===== src/rtl/segBlinkPkg.sv =====
package segBlinkPkg;

  typedef enum logic [1:0] {
    BLK_NONE      = 2'b00,
    BLK_FLAGGED   = 2'b01,
    BLK_ALL       = 2'b10,
    BLK_ALTERNATE = 2'b11
  } blinkMode_e;

  // strobes and selects passed from control to datapath
  typedef struct packed {
    logic applyFrame;
    logic clearBlink;
    logic displayOn;
    logic blankAll;
    logic blankFlagged;
    logic showBlink;
  } ctlStrobes_t;

endpackage


===== src/rtl/segBlinkControl.sv =====
module segBlinkControl
  import segBlinkPkg::*;
#(
  parameter int DIV_W = 3,
  parameter int PRE_W = 3
) (
  input  logic             clk,
  input  logic             rstN,
  input  logic             srcTick,
  input  logic             frameStb,
  input  logic             dispOn,
  input  logic [1:0]       blinkMode,
  input  logic             dispSel,
  input  logic             highMux,
  input  logic [DIV_W-1:0] blkDiv,
  input  logic [PRE_W-1:0] blkPre,
  input  logic             clrReq,
  output logic             clrBusy,
  output ctlStrobes_t      ctl
);

  localparam int BASE_SHIFT = 8;
  localparam int CNT_W      = DIV_W + 1 + BASE_SHIFT + (2 ** PRE_W) - 1;

  blinkMode_e       effMode;
  logic [CNT_W-1:0] cnt;
  logic [CNT_W-1:0] halfLen;
  logic [CNT_W-1:0] divPlusOne;
  logic [7:0]       shiftAmt;
  logic             phaseOff;
  logic             clrPend;
  logic             lastCnt;

  // high multiplex ratio keeps only whole-display blinking
  always_comb begin
    if (highMux) effMode = (blinkMode == 2'b10) ? BLK_ALL : BLK_NONE;
    else         effMode = blinkMode_e'(blinkMode);
  end

  assign divPlusOne = CNT_W'(blkDiv) + CNT_W'(1);
  assign shiftAmt   = 8'(blkPre) + 8'(BASE_SHIFT);
  assign halfLen    = divPlusOne << shiftAmt;
  assign lastCnt    = (cnt == halfLen - CNT_W'(1));

  always_ff @(posedge clk) begin
    if (!rstN) begin
      cnt      <= '0;
      phaseOff <= 1'b1;
    end else if (effMode == BLK_NONE) begin
      cnt      <= '0;
      phaseOff <= 1'b1;
    end else if (srcTick) begin
      if (lastCnt) begin
        cnt      <= '0;
        phaseOff <= ~phaseOff;
      end else begin
        cnt <= cnt + CNT_W'(1);
      end
    end
  end

  always_ff @(posedge clk) begin
    if (!rstN)                    clrPend <= 1'b0;
    else if (frameStb && clrPend) clrPend <= 1'b0;
    else if (clrReq)              clrPend <= 1'b1;
  end

  assign clrBusy = clrPend;

  always_comb begin
    ctl.applyFrame   = frameStb;
    ctl.clearBlink   = clrPend;
    ctl.displayOn    = dispOn;
    ctl.blankAll     = (effMode == BLK_ALL) && phaseOff;
    ctl.blankFlagged = (effMode == BLK_FLAGGED) && phaseOff;
    if (effMode == BLK_ALTERNATE) ctl.showBlink = phaseOff;
    else                          ctl.showBlink = (effMode == BLK_NONE) && dispSel && !highMux;
  end


  divider_hold_chk: assert property (@(posedge clk) disable iff (!rstN)
    (effMode == BLK_NONE) |=> (cnt == '0 && phaseOff));


  phase_tick_chk: assert property (@(posedge clk) disable iff (!rstN)
    ($past(effMode != BLK_NONE) && !$past(srcTick)) |-> $stable(phaseOff));


  clr_fall_chk: assert property (@(posedge clk) disable iff (!rstN)
    $fell(clrPend) |-> $past(frameStb));


  high_mux_modes_chk: assert property (@(posedge clk) disable iff (!rstN)
    highMux |-> (!ctl.blankFlagged && !ctl.showBlink));

endmodule


===== src/rtl/segBlinkDatapath.sv =====
module segBlinkDatapath
  import segBlinkPkg::*;
#(
  parameter int NUM_SEG = 32,
  localparam int NUM_BYTES = NUM_SEG / 8,
  localparam int ADDR_W = $clog2(NUM_BYTES)
) (
  input  logic               clk,
  input  logic               rstN,
  input  ctlStrobes_t        ctl,
  input  logic               wrEn,
  input  logic               wrBlink,
  input  logic               wrWide,
  input  logic [ADDR_W-1:0]  wrAddr,
  input  logic [15:0]        wrData,
  output logic [NUM_SEG-1:0] segOut
);

  logic [NUM_SEG-1:0] mainMem;
  logic [NUM_SEG-1:0] blinkMem;
  logic [NUM_SEG-1:0] selMem;
  logic [NUM_SEG-1:0] blankMask;
  logic [NUM_SEG-1:0] nextSeg;

  for (genvar k = 0; k < NUM_BYTES; k++) begin : gByte
    logic       byteHit;
    logic [7:0] byteData;

    assign byteHit  = wrWide ? ((wrAddr >> 1) == ADDR_W'(k / 2)) : (wrAddr == ADDR_W'(k));
    assign byteData = (wrWide && (k % 2 == 1)) ? wrData[15:8] : wrData[7:0];

    always_ff @(posedge clk) begin
      if (!rstN) begin
        mainMem[k*8 +: 8]  <= '0;
        blinkMem[k*8 +: 8] <= '0;
      end else begin
        if (wrEn && !wrBlink && byteHit) mainMem[k*8 +: 8] <= byteData;
        if (ctl.applyFrame && ctl.clearBlink)  blinkMem[k*8 +: 8] <= '0;
        else if (wrEn && wrBlink && byteHit)   blinkMem[k*8 +: 8] <= byteData;
      end
    end
  end

  always_comb begin
    selMem = ctl.showBlink ? blinkMem : mainMem;
    if (ctl.blankAll)          blankMask = '0;
    else if (ctl.blankFlagged) blankMask = ~blinkMem;
    else                       blankMask = '1;
    nextSeg = ctl.displayOn ? (selMem & blankMask) : '0;
  end

  always_ff @(posedge clk) begin
    if (!rstN)               segOut <= '0;
    else if (ctl.applyFrame) segOut <= nextSeg;
  end


  seg_hold_chk: assert property (@(posedge clk) disable iff (!rstN)
    !$past(ctl.applyFrame) |-> $stable(segOut));


  blank_off_chk: assert property (@(posedge clk) disable iff (!rstN)
    (ctl.applyFrame && !ctl.displayOn) |=> (segOut == '0));


  clear_wins_chk: assert property (@(posedge clk) disable iff (!rstN)
    (ctl.applyFrame && ctl.clearBlink) |=> (blinkMem == '0));

endmodule


===== src/rtl/segBlinkCtl.sv =====
module segBlinkCtl
  import segBlinkPkg::*;
#(
  parameter int NUM_SEG = 32,
  parameter int DIV_W = 3,
  parameter int PRE_W = 3,
  localparam int ADDR_W = $clog2(NUM_SEG / 8)
) (
  input  logic               clk,
  input  logic               rstN,
  input  logic               srcTick,
  input  logic               frameStb,
  input  logic               dispOn,
  input  logic [1:0]         blinkMode,
  input  logic               dispSel,
  input  logic               highMux,
  input  logic [DIV_W-1:0]   blkDiv,
  input  logic [PRE_W-1:0]   blkPre,
  input  logic               clrReq,
  input  logic               wrEn,
  input  logic               wrBlink,
  input  logic               wrWide,
  input  logic [ADDR_W-1:0]  wrAddr,
  input  logic [15:0]        wrData,
  output logic               clrBusy,
  output logic [NUM_SEG-1:0] segOut
);

  ctlStrobes_t ctl;

  segBlinkControl #(.DIV_W(DIV_W), .PRE_W(PRE_W)) uCtrl (
    .clk(clk), .rstN(rstN), .srcTick(srcTick), .frameStb(frameStb),
    .dispOn(dispOn), .blinkMode(blinkMode), .dispSel(dispSel),
    .highMux(highMux), .blkDiv(blkDiv), .blkPre(blkPre),
    .clrReq(clrReq), .clrBusy(clrBusy), .ctl(ctl)
  );

  segBlinkDatapath #(.NUM_SEG(NUM_SEG)) uPath (
    .clk(clk), .rstN(rstN), .ctl(ctl), .wrEn(wrEn), .wrBlink(wrBlink),
    .wrWide(wrWide), .wrAddr(wrAddr), .wrData(wrData), .segOut(segOut)
  );

endmodule


===== config.mk =====
export PLATFORM = sky130hd
export DESIGN_NAME = segBlinkCtl
export DESIGN_NICKNAME = d
export VERILOG_FILES = /design/src/rtl/segBlinkPkg.sv /design/src/rtl/segBlinkControl.sv /design/src/rtl/segBlinkDatapath.sv /design/src/rtl/segBlinkCtl.sv
export SDC_FILE = /design/constraint.sdc
export NUM_CORES = 1
export LEC_CHECK = 0
export ABC_AREA = 0
export BUFFER_PORTS_ARGS = -buffer_cell sky130_fd_sc_hd__buf_2
export CAP_MARGIN = 20
export CORE_ASPECT_RATIO = 0.75
export CORE_MARGIN = 2
export CORE_UTILIZATION = 50
export CTS_CLUSTER_SIZE = 12
export DETAILED_ROUTE_END_ITERATION = 10
export GPL_ROUTABILITY_DRIVEN = 0
export PLACE_DENSITY = 0.76
export SLEW_MARGIN = 20
export SYNTH_ARGS = -nofsm -noshare
export SYNTH_HDL_FRONTEND = slang
export SYNTH_SLANG_ARGS = --single-unit

===== constraint.sdc =====
create_clock -name clk -period 2.9 [get_ports clk]
set_clock_uncertainty 0.1 [all_clocks]
set_input_delay 0 -clock clk [delete_from_list [all_inputs] [get_ports clk]]
set_output_delay 0 -clock clk [all_outputs]
set_load 0.005 [all_outputs]

# Word-level counts from Yosys, hierarchy flattened
# Cells that the tools add are included.
# word_totals
out_inout_bits,33
input_bits,37
register_bits,117
word_cells,65
# op_classes
bitwise,4
reduce_logical,23
n_eq_ne,8
shifts,1
addsub,4
n_mux,13
# op_table
op,count
$mux 32,4
$and 32x32->32,1
$not 32->32,1
$add 19x1->19 const B,1
$eq 19x19->1,1
$mux 19,1
$shl 19x8->19,1
$sub 19x1->19 const B,1
$logic_and 1x1->1,15
$eq 2x2->1 const B,5
$mux 8,1
$logic_not 2->1,3
$add 3x4->5 const B,1
$mux 1,5
$add 3x1->4 const B,1
$eq 2x1->1 const B,2
$mux 2,2
$reduce_or 2->1,2
$logic_not 1->1,2
$not 1->1,2
$reduce_and 2->1,1

# Depth between registers and ports, before layout
# logic_depth
depth_word,10
mapped_depth,14
mapped_depth_nobuf,13

# Hierarchy
# A second synthesis with hierarchy kept.
# hier_totals
cells_unflattened,661
hier_area_um2,5990.7
# by_module_without_submodules
mod,cells_per_inst,seq_area_each_um2,area_each_um2,n_inst
segBlinkDatapath,406,1921.8,4033.9,1
segBlinkControl,255,420.4,1956.9,1

# Worst setup path before layout
# OpenSTA, ideal clock, no wires.
# synth_timing
path_kind,input to register
from,input blkDiv[0]
to,register uCtrl.cnt[16]
arrival_time_ns,2.490
path_stages,12
setup_time_ns,0.114
path_slack_ns,0.195
cell_sequence,ha_1 -> nor2_1 -> nor2_1 -> nand2_1 -> ha_1 -> xnor2_1 -> or4_1 -> a32oi_1 -> nand4_1 -> o31ai_4 -> buf_6 -> nor2_1
# synth_between
elab_chain_len,5
# synth_lines
item,line_no,rtl
start: declaration,segBlinkCtl.sv:17,"input logic [DIV_W-1:0] blkDiv,"
$add 3x1->4,segBlinkControl.sv:40,assign divPlusOne = CNT_W'(blkDiv) + CNT_W'(1);
$shl 19x8->19,segBlinkControl.sv:42,assign halfLen = divPlusOne << shiftAmt;
$sub 19x1->19,segBlinkControl.sv:43,assign lastCnt = (cnt == halfLen - CNT_W'(1));
$eq 19x19->1,segBlinkControl.sv:43,
$mux 19,segBlinkControl.sv:53,if (lastCnt) begin
end signal: assignment,segBlinkControl.sv:57,cnt <= cnt + CNT_W'(1);
end: declaration,segBlinkControl.sv:26,logic [CNT_W-1:0] cnt;
# No other way between the ends.
# A chain may end at the register's enable or synchronous reset.

# Final worst setup path
# layout_timing
from,input blkDiv[0]
to,register uCtrl.cnt[4]
# Same word-level chain as after synthesis.

==> flow_summary.toml <==
[routing]
wl_mm = 16.03
drt-initial-drc-count = 519
final_antenna_net_count = 0
firstDrtPassIters = 5
vias_per_cell = 5.901
drc = 0
routedWlPerCell_um = 17.77
vias = 5323

[synthesis]
syn_area_um2 = 5627
syn-num-nets = 706
synth_warnings = 0
ys_seq_elements = 117
ys_types = 56
synth_cells = 666
ys_async_sr_fraction_pct = 0
syn_avg_cell_area_um2 = 8.448
synth_edf_count = 0
seq_area_frac_synth_pct = 41.63
synth_ff_type = "dfxtp_1"

[layout]
drive_gt1_share_pct = 18.40
seq_area_um2 = 2342
final_cell_mix = "nor2_1 (133), dfxtp_1 (117), a21oi_1 (71)"
stdcell_count = 902
fillers = 912
layout_commonest_cell = "nor2_1"
num-nets-final = 789
areaGrowthSynthToFinish_pct = 21.70
multi_input_area_um2 = 3098

[setup_path]
critPathLaunchType = "primary input"
worst_setup_path_end_kind = "flip-flop"
path_delay_family = "compound AO/OA/AOI/OAI gates"
cp_cell_sequence = "buf_2 > ha_1 > nor2_1 > o21ai_0 > a211oi_2 > buf_4 > o211ai_1 > nor3_1 > xnor2_1 > nand4_1 > o31ai_4 > buf_12 > nor2_1"
worst-path-stages = 13
critPathBufInv = 3
cp.arrival_ps = 2890
setup.worst_path.class = "in -> reg"
cpMostUsedCell = "nor2_1"
slowest_delay_ps = 360
slowest_stage = "ha_1"
cp_max_fo = 18
required_ps = 3100
reg2regPathDepth = 7

[power_and_ir_drop]
p_per_area_nw_per_um2 = 591.4
total_leakage_power_nw = 2.576
max-vdd-ir-drop_mv = 0.4524

[floorplanning]
io_pins = 70
die_h_um = 95.87
rows = 33
dieWidth_um = 126.5
die_area_um2 = 12130
start_util_pct = 51.42
fp.coreArea_um2 = 10940

[sta]
rsz0062_at_grt = "no"
worst_pin_slew_ps = 873.8
hold_viol = 0
tns_ps = 0
min_period_over_period_pct = 92.66
period_minus_slack_ps = 2687
fmax_mhz = 372.1
setup_viol = 0
max-slew-margin-rel_pct = 41.39
slew_violations = 0
hold_ws_ps = 29.69

[hold_path]
min_path_type = "in -> reg"
whs_path_depth = 3

[global_routing]
use_met2_pct = 44.79
grt_max_degree = 65
grt_busiest_layer = "met2"
use_met1_pct = 35.31
grt-ovfl-total = 0
track_usage_pct = 27.47
grt_pass1_wl_mm = 26.10
first_global_vias = 5274
use_met3_pct = 6.059
antenna_found_initial = 1

[clock_network]
cts_buffer_depth = 2
cts_setup_buffers = 0
clock-root-buffer = "clkbuf_16"
clkTransAtPathRegs_ps = 60
clkLatencyLatePin_ps = 410
clock-sinks = 117
numCtsBuffers = 17
cts_tree = "yes"
cts.htree.levels = 4

[placement]
dp.cells = 853
dp_hpwl_mm = 10.57
io_buffers = 69

[run_status]
status = "finished clean"

[run]
maxCapViolations = 0
metrics by stage:
| stage | power (mW) | utilization, % | worst slack, ps | cell area [um2] |
|---|---|---|---|---|
| final | 4.050 | 62.58 | 212.9 | 6848 |
| after detailed placement | 2.148 | 56.08 | -71.85 | 6136 |
| after global routing | 4.195 | 62.58 | 32.97 | 6848 |
| after floorplan | 1.998 | - | 195.5 | 5627 |
| after global placement | 2.126 | 56.08 | 138.0 | 6136 |
| after CTS | 4.045 | 62.54 | 281.0 | 6843 |
kinds of logic after synthesis:
| family | after synthesis | share of synthesized area, % |
|---|---|---|
| XOR/XNOR | 33 | 5.137 |
| AO/OA/AOI/OAI | 173 | 20.24 |
| adder cells (fa/ha/maj) | 3 | 0.6672 |
| AND/OR/NAND/NOR | 251 | 21.17 |
| flip-flops | 117 | 41.63 |
| buffers and inverters | 47 | 3.691 |
| multiplexers | 42 | 7.472 |
routing by layer:
layer | part of all wire [%] | wire, um | vias to the layer above
met5 | 0 | 0 | -
li1 | - | - | 2530
met1 | 44 | 7078 | 2525
met2 | 46 | 7370 | 229
met3 | 7.2 | 1150 | 39
met4 | 2.7 | 425 | 0
tightest hold or removal path: stages:
cell and delay, ps:
buf_2 80, mux2i_1 180, a211oi_1 230
cell type report:
class                   count  area share, %
multi-input cells         502          45.24
inverters                   6         0.3289
clock buffers              20          6.669
diodes                      1        0.03654
flip-flops and latches    117          34.20
repair buffers            105          9.794
well taps                 140          2.558
clock inverters            11          1.169
power breakdown:
group / switching [mW] / internal, mW / leakage, nW
logic: 0.289 / 0.181 / 1.38
clock network: 0.771 / 1.13 / 0.243
registers: 0.0272 / 1.65 / 0.948
total: 1.09 / 2.96 / 2.58
sequential cells by signal (all words and copies together) (netlist names):
name            count
uPath.mainMem      32
uCtrl.phaseOff      1
uPath.blinkMem     32
uCtrl.clrBusy       1
uCtrl.cnt          19
uPath.segOut       32
repair_timing:
action / 4_1_cts / 5_1_grt
hold buffers: 17 / 0
resized for setup: 0 / 0
hold endpoints to repair: 55 / 0
worst paths after layout:
check	slack (ps)	from	endpoint
setup / recovery	210	blkDiv[0]	uCtrl.cnt[4]
hold / removal	30	wrData[13]	uPath.mainMem[13]
setup reg to reg	650	uCtrl.cnt[10]	uCtrl.cnt[4]
hold reg to reg	360	uPath.segOut[19]	uPath.segOut[19]
Yosys cell counts (all sizes together) (2+ instances only):
| master | count | area share [%] |
|---|---|---|
| nor2 | 138 | 9.4 |
| dfxtp | 117 | 42 |
| a21oi | 72 | 6.4 |
| mux2i | 42 | 7.5 |
| nand2b | 37 | 4.1 |
| a211oi | 36 | 5.1 |
| o211ai | 36 | 4.8 |
| clkbuf | 35 | 2.3 |
| nand2 | 23 | 1.5 |
| xor2 | 17 | 2.6 |
| xnor2 | 16 | 2.5 |
| nor3 | 11 | 1.1 |
| nand3 | 9 | 0.80 |
| nand4 | 9 | 1.0 |
| o21ai | 9 | 0.80 |
| buf | 6 | 0.96 |
| inv | 6 | 0.40 |
| and3 | 5 | 0.56 |
| nor2b | 4 | 0.44 |
| ha | 3 | 0.67 |
| o31ai | 3 | 0.64 |
| a21boi | 2 | 0.27 |
| a22oi | 2 | 0.27 |
| a31o | 2 | 0.31 |
| and2 | 2 | 0.24 |
| nand3b | 2 | 0.27 |
No activity file was read; power rests on OpenSTA's default activity.
